### src/rtl/fic_pkg.sv
package fic_pkg;
  typedef enum logic {
    EV_SHIFT   = 1'b0,
    EV_COMPUTE = 1'b1
  } fic_event_e;
endpackage

### src/rtl/fic_rst_sync.sv
module fic_rst_sync (
  input  logic clk_i,
  input  logic rst_ni,
  output logic rst_sync_no
);
  logic [1:0] sync_q;

  always_ff @(posedge clk_i or negedge rst_ni) begin
    if (!rst_ni) sync_q <= 2'b00;
    else         sync_q <= {sync_q[0], 1'b1};
  end

  assign rst_sync_no = sync_q[1];
endmodule

### src/rtl/fic_event_sched.sv
module fic_event_sched
  import fic_pkg::*;
#(
  parameter int TIME_W = 70
) (
  input  logic              clk_i,
  input  logic              rst_ni,
  input  logic [TIME_W-1:0] in_step_i,
  input  logic [TIME_W-1:0] out_step_i,
  input  logic              restart_i,
  output fic_event_e        ev_o,
  output logic [TIME_W-1:0] t_out_o,
  output logic [TIME_W-1:0] t_ref_o
);
  logic [TIME_W-1:0] t_in_q, t_out_q, t_ref_q;
  logic [TIME_W-1:0] t_in_d, t_out_d, t_ref_d;
  logic              in_en, out_en, ref_en;
  fic_event_e        ev;

  // one event per cycle; tie goes to the input side
  assign ev = (t_in_q <= t_out_q) ? EV_SHIFT : EV_COMPUTE;

  always_comb begin
    in_en   = (ev == EV_SHIFT) || restart_i;
    ref_en  = in_en;
    out_en  = (ev == EV_COMPUTE) || restart_i;
    t_in_d  = t_in_q + in_step_i;
    t_ref_d = t_in_q;
    t_out_d = t_out_q + out_step_i;
    if (restart_i) begin
      t_in_d  = '0;
      t_ref_d = '0;
      t_out_d = '0;
    end
  end

  always_ff @(posedge clk_i or negedge rst_ni) begin
    if (!rst_ni) begin
      t_in_q  <= '0;
      t_out_q <= '0;
      t_ref_q <= '0;
    end else begin
      if (in_en)  t_in_q  <= t_in_d;
      if (out_en) t_out_q <= t_out_d;
      if (ref_en) t_ref_q <= t_ref_d;
    end
  end

  assign ev_o    = ev;
  assign t_out_o = t_out_q;
  assign t_ref_o = t_ref_q;
endmodule

### src/rtl/fic_resync_cnt.sv
module fic_resync_cnt
  import fic_pkg::*;
#(
  parameter int RESYNC_N = 1000,
  localparam int CNT_W   = $clog2(RESYNC_N + 1)
) (
  input  logic       clk_i,
  input  logic       rst_ni,
  input  logic       mode_up_i,
  input  fic_event_e ev_i,
  output logic       restart_o
);
  logic [CNT_W-1:0] cnt_q, cnt_d;
  logic             counted, cnt_en;

  assign counted   = mode_up_i ? (ev_i == EV_COMPUTE) : (ev_i == EV_SHIFT);
  assign restart_o = counted && (cnt_q == CNT_W'(RESYNC_N - 1));

  always_comb begin
    cnt_en = counted;
    cnt_d  = restart_o ? '0 : cnt_q + 1'b1;
  end

  always_ff @(posedge clk_i or negedge rst_ni) begin
    if (!rst_ni)     cnt_q <= '0;
    else if (cnt_en) cnt_q <= cnt_d;
  end
endmodule

### src/rtl/fic_phase_weight.sv
module fic_phase_weight
  import fic_pkg::*;
#(
  parameter int TIME_W   = 70,
  parameter int FRAC_W   = 40,
  parameter int PH_W     = 3,
  parameter int WEIGHT_W = 16
) (
  input  logic                clk_i,
  input  logic                rst_ni,
  input  fic_event_e          ev_i,
  input  logic [TIME_W-1:0]   t_out_i,
  input  logic [TIME_W-1:0]   t_ref_i,
  output logic                shift_o,
  output logic                compute_o,
  output logic [PH_W-1:0]     phase_o,
  output logic [WEIGHT_W-1:0] weight_o
);
  logic [TIME_W-1:0]   offset;
  logic [PH_W-1:0]     phase_d;
  logic [WEIGHT_W-1:0] weight_d;

  always_comb begin
    offset   = t_out_i - t_ref_i;
    phase_d  = '0;
    weight_d = '0;
    if (ev_i == EV_COMPUTE) begin
      phase_d  = offset[FRAC_W +: PH_W];
      weight_d = offset[FRAC_W-1 -: WEIGHT_W];
    end
  end

  always_ff @(posedge clk_i or negedge rst_ni) begin
    if (!rst_ni) begin
      shift_o   <= 1'b0;
      compute_o <= 1'b0;
      phase_o   <= '0;
      weight_o  <= '0;
    end else begin
      shift_o   <= (ev_i == EV_SHIFT);
      compute_o <= (ev_i == EV_COMPUTE);
      phase_o   <= phase_d;
      weight_o  <= weight_d;
    end
  end
endmodule

### src/rtl/frac_interp_ctrl.sv
module frac_interp_ctrl
  import fic_pkg::*;
#(
  parameter int TIME_W   = 70,
  parameter int FRAC_W   = 40,
  parameter int PHASES   = 8,
  parameter int WEIGHT_W = 16,
  parameter int RESYNC_N = 1000,
  localparam int PH_W    = $clog2(PHASES)
) (
  input  logic                clk_i,
  input  logic                rst_ni,
  input  logic                mode_up_i,
  input  logic [TIME_W-1:0]   in_step_i,
  input  logic [TIME_W-1:0]   out_step_i,
  output logic                shift_o,
  output logic                compute_o,
  output logic [PH_W-1:0]     phase_o,
  output logic [WEIGHT_W-1:0] weight_o
);
  logic              rst_sync_n;
  logic              restart;
  fic_event_e        ev;
  logic [TIME_W-1:0] t_out, t_ref;

  fic_rst_sync u_rst_sync (
    .clk_i       (clk_i),
    .rst_ni      (rst_ni),
    .rst_sync_no (rst_sync_n)
  );

  fic_event_sched #(.TIME_W(TIME_W)) u_sched (
    .clk_i      (clk_i),
    .rst_ni     (rst_sync_n),
    .in_step_i  (in_step_i),
    .out_step_i (out_step_i),
    .restart_i  (restart),
    .ev_o       (ev),
    .t_out_o    (t_out),
    .t_ref_o    (t_ref)
  );

  fic_resync_cnt #(.RESYNC_N(RESYNC_N)) u_resync (
    .clk_i     (clk_i),
    .rst_ni    (rst_sync_n),
    .mode_up_i (mode_up_i),
    .ev_i      (ev),
    .restart_o (restart)
  );

  fic_phase_weight #(
    .TIME_W(TIME_W), .FRAC_W(FRAC_W), .PH_W(PH_W), .WEIGHT_W(WEIGHT_W)
  ) u_pw (
    .clk_i     (clk_i),
    .rst_ni    (rst_sync_n),
    .ev_i      (ev),
    .t_out_i   (t_out),
    .t_ref_i   (t_ref),
    .shift_o   (shift_o),
    .compute_o (compute_o),
    .phase_o   (phase_o),
    .weight_o  (weight_o)
  );
endmodule

### config.mk
export PLATFORM = sky130hd
export DESIGN_NAME = frac_interp_ctrl
export DESIGN_NICKNAME = d
export VERILOG_FILES = /design/src/rtl/fic_pkg.sv /design/src/rtl/fic_rst_sync.sv /design/src/rtl/fic_event_sched.sv /design/src/rtl/fic_resync_cnt.sv /design/src/rtl/fic_phase_weight.sv /design/src/rtl/frac_interp_ctrl.sv
export SDC_FILE = /design/constraint.sdc
export NUM_CORES = 1
export LEC_CHECK = 0
export ABC_CLOCK_PERIOD_IN_PS = 14750
export BUFFER_PORTS_ARGS = -buffer_cell sky130_fd_sc_hd__buf_2
export CAP_MARGIN = 15
export CORE_ASPECT_RATIO = 1.4
export CORE_UTILIZATION = 50
export DETAILED_ROUTE_END_ITERATION = 10
export GPL_ROUTABILITY_DRIVEN = 0
export PLACE_DENSITY = 0.69
export SYNTH_ARGS = -nofsm -noshare
export SYNTH_HDL_FRONTEND = slang
export SYNTH_SLANG_ARGS = --single-unit
### constraint.sdc
create_clock -name clk_i -period 14.75 [get_ports clk_i]
set_input_delay 2.2125 -clock clk_i [delete_from_list [all_inputs] [get_ports clk_i]]
set_output_delay 2.2125 -clock clk_i [all_outputs]
set_load 0.05 [all_outputs]
==> results.md, run 1 <==
- Outcome: finished clean
- Worst endpoint required time: 15.12 ns
- Setup TNS Final: 0 ns
- Clock Skews: 0.00920 ns
- Post-synthesis cell area: 19100 um2
- First-pass GRT wire length: 89.2 mm
- Post-Synthesis Cells: 2305
- Initial Util: 50.8%
- Top sig layer: met4
- Synth top area share: 28.4%
- Initial DRC Count: 1032
- Post-synthesis sequential area ratio: 28.4%
- # port buffers: 163
- Syn_nets: 2700
- Die height: 233 um
- Met1 Wirelength: 22.9 mm
- Ant. Diodes: 0
- TritonCTS clock tree: done
- Share of flip-flops with an asynchronous set or reset: 100%
- Final #Nets: 2797
- Drt wl/cell: 19.1 um
- HPWL Detailed: 42.9 mm
- GRT Total Usage: 28.5%
- Hold_buf cts: 0
- CTS H-Tree Depth: 1
- Layout cells sized above 1: 10.5%
- Maxcap violations: 0
- Post-layout minimum cycle time: 5.34 ns
- Hold Violations, Final: 0
- Clock slew at reported path FFs: 0.06 ns
- Worst-path maximum fanout: 4
- WL met3: 2.43 mm
- Die X-Extent: 167 um
- Clk root buf: clkbuf_16
- Max Buffers Root-to-Sink: 3
- Site Rows: 84
- Final worst-path cycle share: 36.2%
- DRC Markers: 0
- Finish-stage setup viols: 0
- YS warnings: 0
- Slew margin rel.: 31.1%
- Final wirelength: 55.1 mm
- Sink Count: 216
- Post_cts resized: 0
- Total CTS buffers: 25
- Core footprint: 37500 um2
- Post-CTS setup buffer count: 0
- Commonest non-fill, non-tap cell in the layout: nand2_1
- Synth Register Bits: 216
- RSZ-0062 raised after global routing: no
- Total number of vias: 17540
- Critical Setup Path Class: in -> reg
- Commonest cells after routing, fill and taps aside: 251 x nand2_1, 250 x ha_1, 215 x dfrtp_1
- Post-synth top flop: dfrtp_1
- Vias per cell: 6.07
- Placed cell areas: 20200 um2
- Final Instance Area: 21000 um2
- Antenna viol nets, final: 0
- Largest cells by area after synthesis: dfrtp_1 28%, ha_1 16%, a21o_1 5.9%
- Post-synth EDFFs: 0
- Overflow left after global routing: 0
- Layout area overhead: 10.3%
- Total die area: 38900 um2
- Worst setup SP type: primary input
- Synth area leader: dfrtp_1
- FMAX: 187 MHz
- DR pass1 iterations: 5
- Met2 wire len: 27.4 mm
- Initial antenna violation count: 0
- Slew @ Worst Pin: 1.03 ns
- Register area: 5410 um2
- CP endpoint kind: flip-flop
- Clk_lat worst skew: 0.54 ns
- IO Pins: 164
- Worst Hold Class: reg -> async
- Area of the multi-input gates: 12700 um2
- Number of global-route vias before repair: 17488
- Pin count of the biggest net entering global routing: 69
- Fillers: 3507
- Syn avg cell area: 8.27 um2
- Max-slew violation count: 0
- Synth unique cells: 90
- Worst EP arrival: 5.72 ns
state kept, by name, indices dropped and copies added, names as in the netlist:
register / count
u_sched.t_in_q: 70
u_pw.phase_o: 3
u_pw.compute_o: 1
u_sched.t_out_o: 70
u_pw.shift_o: 1
u_sched.t_ref_o: 43
u_pw.weight_o: 16
u_rst_sync.sync_q: 2
u_resync.cnt_q: 10
path summary, 6_finish.rpt:
kind,start,end,slack [ns],cells past startpoint
setup / recovery,out_step_i[0],u_sched.t_out_o[68]$_DFFE_PN0P_,9.41,16
hold / removal,u_rst_sync.sync_q[1]$_DFF_PN0_,u_sched.t_in_q[40]$_DFFE_PN0P_,0.25,0
setup reg to reg,u_sched.t_out_o[68]$_DFFE_PN0P_,u_sched.t_out_o[66]$_DFFE_PN0P_,9.68,14
hold reg to reg,u_rst_sync.sync_q[1]$_DFF_PN0_,u_sched.t_in_q[40]$_DFFE_PN0P_,0.25,0
max in group asynchronous,u_rst_sync.sync_q[1]$_DFF_PN0_,u_pw.compute_o$_DFF_PN0_,12.48,2
min in group clk_i,u_rst_sync.sync_q[0]$_DFF_PN0_,u_rst_sync.sync_q[1]$_DFF_PN0_,0.35,0
cell families (layout without fill, tap and decap cells):
kind of cell / Yosys count / count (layout) / share of synthesized area [%]
buffers and inverters: 257 / 370 / 5.23
multiplexers: 3 / 3 / 0.164
AND/OR/NAND/NOR: 628 / 628 / 15.8
AO/OA/AOI/OAI: 804 / 804 / 27.2
flip-flops: 216 / 216 / 28.4
other: 1 / 1 / 0.0197
XOR/XNOR: 144 / 144 / 6.62
adder cells (fa/ha/maj): 252 / 252 / 16.6
per-layer routing:
| layer | GRT usage (%) | vias up |
|---|---|---|
| met1 | 34.5 | 8418 |
| met4 | 12.7 | 0 |
| met3 | 2.40 | 119 |
| met5 | 0 | - |
| met2 | 51.4 | 458 |
| li1 | - | 8545 |
worst max-delay path, stage by stage:
cell and delay, ns:
buf_2 0.08, ha_1 0.15, inv_1 0.05, fa_1 0.40, nor2b_1 0.12, o21ai_1 0.08, a21boi_1 0.29, o21ai_1 0.25
a22o_1 0.30, a2111oi_1 0.70, a21o_1 0.30, a21o_1 0.23, a31o_1 0.20, a31oi_1 0.11, xor2_1 0.16, o22ai_1 0.08
final cells by class:
| cell class | count | share of cell area (%) |
|---|---|---|
| multi-input combinational | 1832 | 60.3 |
| clock inverter | 8 | 0.684 |
| tap | 473 | 2.81 |
| timing repair buffer | 172 | 4.20 |
| inverter | 155 | 2.77 |
| sequential | 216 | 25.7 |
| clock buffer | 35 | 3.49 |
cells in the mapped netlist, drive strengths merged (8+ instances only):
cell / n
a211oi: 14
a21boi: 9
a21o: 152
a21oi: 176
a221oi: 9
a22o: 20
a31oi: 23
and2: 15
and3: 20
buf: 28
clkbuf: 74
dfrtp: 216
ha: 250
inv: 155
nand2: 252
nand2b: 29
nand3: 43
nand4: 62
nor2: 115
nor2b: 25
nor3: 21
nor4: 11
o211ai: 9
o21a: 17
o21ai: 242
o21bai: 16
o221ai: 8
o22ai: 31
o31ai: 18
or2: 8
or3: 8
xnor2: 67
xor2: 77
through the flow:
step | setup slack (ns) | hold WS [ns] | utilization, % | std cells
after floorplan | 8.29 | 0.331 | - | 2305
after global placement | 8.99 | 0.266 | 53.7 | 2848
after detailed placement | 8.93 | 0.271 | 53.7 | 2848
after CTS | 9.48 | 0.278 | 56.1 | 2891
after global routing | 9.24 | 0.303 | 56.1 | 2891
final | 9.41 | 0.252 | 56.1 | 2891
Power of run 1 is not shown: default switching activity piles up to over one toggle a cycle in this logic, so the estimate is an artifact.
==> inputs of run 2 (changes only) <==
Settings changed: ABC_CLOCK_PERIOD_IN_PS 14750 to 4410, PLACE_DENSITY 0.69 to 0.71.
Clock period 14.75 ns to 4.41 ns, I/O delays scaled along.
==> results.md, run 2 (synthesized netlist as in run 1, its figures left out) <==
- Worst Hold Class: reg -> reg
- GRT Total Usage: 29.0%
- Finish-stage setup viols: 0
- Worst setup SP type: flip-flop
- Worst Hold Path Cells: 0
- Outcome: finished clean
- Initial Util: 50.8%
- Post-layout minimum cycle time: 4.06 ns
- GR peak layer: met2
- Total number of vias: 17666
- CP cell instances: ha_1 -> nand2_1 -> nor4_2 -> nand4_1 -> nor3_1 -> o2111ai_1 -> nand3_1 -> a31oi_2 -> o21ai_1 -> a31o_1 -> a21oi_1 -> xor2_1 -> o22ai_1
- # port buffers: 163
- Final worst-path cycle share: 92.1%
- Final #Nets: 2813
- RSZ-0062 raised after global routing: no
- DRC Markers: 0
- Grt met1 use: 34.2%
- Pin count of the biggest net entering global routing: 102
- Die X-Extent: 167 um
- Initial antenna violation count: 1
- Critical Setup Path Class: reg -> reg
- HPWL Detailed: 44.6 mm
- Pre-CTS WS: 0.0498 ns
- Sink Count: 216
- CP max stage cell: ha_1
- Number of global-route vias before repair: 17628
- First-pass GRT wire length: 90.3 mm
- Met2 GRT Util: 52.4%
- Worst endpoint required time: 4.80 ns
- Reg2reg path depth: 13
- Worst EP arrival: 4.46 ns
- Overflow left after global routing: 0
- CP max stage delay: 0.52 ns
- Slew margin rel.: 36.4%
- Antenna viol nets, final: 0
- Total CTS buffers: 24
- Clk root buf: clkbuf_16
- Clk_lat worst skew: 0.54 ns
- Commonest non-fill, non-tap cell in the layout: nand2_1
- Worst-path maximum fanout: 9
- Die height: 233 um
- Max-slew violation count: 0
- Initial DRC Count: 1115
- Drt wl/cell: 19.3 um
- Layout area overhead: 11.2%
- Register area: 5410 um2
- Layout cells sized above 1: 11.1%
- DR pass1 iterations: 5
- Clock Skews: 0.0160 ns
- Maxcap violations: 0
- Commonest cells after routing, fill and taps aside: 251 x nand2_1, 250 x ha_1, 215 x dfrtp_1
- Max Buffers Root-to-Sink: 3
- Crit path buffers/inverters: 0
- Ant. Diodes: 0
- Clock slew at reported path FFs: 0.07 ns
- Site Rows: 84
- Worst path top cell family by delay: simple AND/OR/NAND/NOR gates
- Vias per cell: 6.07
- Crit path depth: 13
- CP endpoint kind: flip-flop
- TritonCTS clock tree: done
- Grt met3 use: 2.59%
- Area of the multi-input gates: 12700 um2
- Total die area: 38900 um2
- IO Pins: 164
- Final setup margin: 0.348 ns
- Core footprint: 37500 um2
- Setup TNS Final: 0 ns
- Fillers: 3437
- CTS H-Tree Depth: 1
- Hold Violations, Final: 0
- FMAX: 246 MHz
- Final wirelength: 56.2 mm
- Slew @ Worst Pin: 0.947 ns
run 2: final timing paths:
path,startpoint,endpoint,slack [ns]
min in group asynchronous,rst_ni,u_rst_sync.sync_q[0]$_DFF_PN0_,0.44
max reg2reg,u_sched.t_out_o[26]$_DFFE_PN0P_,u_sched.t_out_o[67]$_DFFE_PN0P_,0.35
max,u_sched.t_out_o[26]$_DFFE_PN0P_,u_sched.t_out_o[67]$_DFFE_PN0P_,0.35
min reg2reg,u_rst_sync.sync_q[0]$_DFF_PN0_,u_rst_sync.sync_q[1]$_DFF_PN0_,0.35
min,u_rst_sync.sync_q[0]$_DFF_PN0_,u_rst_sync.sync_q[1]$_DFF_PN0_,0.35
max in group asynchronous,u_rst_sync.sync_q[1]$_DFF_PN0_,u_sched.t_ref_o[21]$_DFFE_PN0P_,2.77
run 2: per-layer routing:
metal  routed length, um  up-vias
met5                   9        -
met4                2720        2
met3                2510      138
met2               28000      540
met1               23000     8411
li1                    -     8575
run 2: area by class of cell:
| cell class | count | area share [%] |
|---|---|---|
| clock buffers | 33 | 3.42 |
| well taps | 473 | 2.79 |
| multi-input cells | 1832 | 59.9 |
| repair buffers | 189 | 5.02 |
| inverters | 155 | 2.74 |
| flip-flops and latches | 216 | 25.5 |
| clock inverters | 10 | 0.638 |
run 2: timing repair:
action | CTS | global route
resized for setup | 0 | 0
endpoints found under the hold margin | 2 | 0
buffers inserted | 0 | 0
hold buffers | 1 | 0
run 2: metrics by stage:
stage | hold slack (ns) | instance area (um2) | utilization [%] | instances
floorplan | 0.331 | 19100 | - | 2305
global placement | 0.337 | 20300 | 54.2 | 2864
detailed placement | 0.340 | 20300 | 54.2 | 2864
CTS | 0.353 | 21200 | 56.5 | 2908
global route | 0.356 | 21200 | 56.5 | 2908
finish | 0.353 | 21200 | 56.5 | 2908
Power of run 2 is left out for the same reason.
==> inputs of run 3 (changes only) <==
Settings changed: CORE_MARGIN set to 2.
==> results.md, run 3 (synthesized netlist as in run 1, its figures left out) <==
- Outcome: finished clean
- Clk root buf: clkbuf_16
- Die X-Extent: 169 um
- Post-layout minimum cycle time: 4.01 ns
- Drt wl/cell: 19.4 um
- Worst-path maximum fanout: 15
- Most common cell on crit path: nand2_1
- Layout cells sized above 1: 11.0%
- Fin util: 56.4%
- Post_cts resized: 0
- Hold slack final: 0.354 ns
- Number of global-route vias before repair: 17648
- Vias per cell: 6.09
- Maxcap violations: 0
- Slew @ Worst Pin: 1.04 ns
- Clock Skews: 0.0115 ns
- RSZ-0062 raised after global routing: no
- Site Rows: 84
- Worst setup SP type: flip-flop
- CP max stage cell: xnor2_1
- R2r startpoint: u_sched.t_out_o[67]$_DFFE_PN0P_
- Overflow left after global routing: 0
- Die height: 235 um
- Final worst-path cycle share: 91.0%
- Hold Violations, Final: 0
- Ant. Diodes: 0
- IO Pins: 164
- Final #Nets: 2815
- Initial Util: 50.7%
- # port buffers: 163
- CTS H-Tree Depth: 1
- First-pass GRT wire length: 90.3 mm
- Antenna viol nets, final: 0
- Crit path buffers/inverters: 2
- Worst EP arrival: 4.42 ns
- Total die area: 39700 um2
- Total number of vias: 17716
- CP cell instances: inv_1 -> ha_1 -> nand4_1 -> nor4_1 -> nand2_1 -> nor4_2 -> nand3_1 -> o22a_1 -> nand2_1 -> inv_2 -> xnor2_1 -> nand2b_1 -> o21ai_0
- Slew margin rel.: 30.4%
- CP endpoint kind: flip-flop
- DR pass1 iterations: 6
- TritonCTS clock tree: done
- Final wirelength: 56.4 mm
- Launch point of the critical path: u_sched.t_out_o[67]$_DFFE_PN0P_
- Commonest non-fill, non-tap cell in the layout: nand2_1
- Clock slew at reported path FFs: 0.06 ns
- Pin count of the biggest net entering global routing: 96
- Layout area overhead: 11.3%
- Sink Count: 216
- Total CTS buffers: 25
- Setup TNS Final: 0 ns
- CP max stage delay: 0.83 ns
- DRC Markers: 0
- FMAX: 249 MHz
- Core footprint: 37600 um2
- HPWL Detailed: 44.3 mm
- Worst Hold Class: reg -> async
- Initial DRC Count: 1260
- Max-slew violation count: 0
- Worst endpoint required time: 4.82 ns
- GRT Total Usage: 28.1%
- Worst path top cell family by delay: simple AND/OR/NAND/NOR gates
- Finish-stage setup viols: 0
- Max Buffers Root-to-Sink: 3
- Critical Setup Path Class: reg -> reg
- Clk_lat worst skew: 0.54 ns
- Initial antenna violation count: 0
- Commonest cells after routing, fill and taps aside: 251 x nand2_1, 250 x ha_1, 215 x dfrtp_1
## run 3: changes by cell type in the layout (fill, tap and decap cells not counted)
cell	change
buf_4	-2
clkinv_2	-2
clkinvlp_4	+2
clkbuf_1	+4
clkinv_4	-2
buf_12	+3
bufinv_16	-1
## run 3: worst paths after layout
path	end	slack [ns]	cells past startpoint
max	u_resync.cnt_q[5]$_DFFE_PN0P_	0.40	13
min	u_sched.t_out_o[40]$_DFFE_PN0P_	0.35	0
max reg2reg	u_resync.cnt_q[5]$_DFFE_PN0P_	0.40	13
min reg2reg	u_sched.t_out_o[40]$_DFFE_PN0P_	0.35	0
max in group asynchronous	u_sched.t_out_o[9]$_DFFE_PN0P_	3.08	1
min in group clk_i	u_rst_sync.sync_q[1]$_DFF_PN0_	0.35	0
## run 3: final cells by class
class / count / area (um2)
Timing Repair Buffer: 190 / 1110
Clock buffer: 37 / 741
Tap cell: 473 / 592
Multi-Input combinational cell: 1832 / 12700
Clock inverter: 7 / 92.6
Sequential cell: 216 / 5410
Inverter: 155 / 582
Fill cell: 3463 / 16400
## run 3: per-stage QoR
stage / std cells / area [um2] / setup WS, ns
finish: 2910 / 21200 / 0.398
global route: 2910 / 21200 / 0.104
CTS: 2910 / 21200 / 0.420
detailed placement: 2865 / 20400 / 0.257
global placement: 2865 / 20400 / 0.370
floorplan: 2305 / 19100 / 0.856
## run 3: layer usage
layer	share of wire (%)	wire (um)	global-route usage (%)
met5	0	0	0
met2	49	27400	48.5
met3	4.9	2770	2.63
met1	41	23000	34.5
met4	5.6	3160	14.7
## run 3: timing repair
| action | in CTS | in global routing |
|---|---|---|
| hold endpoints to repair | 2 | 0 |
| hold buffers | 1 | 0 |
| setup endpoints to repair | 0 | 0 |
| setup buffers | 0 | 0 |
Power of run 3 is left out for the same reason.
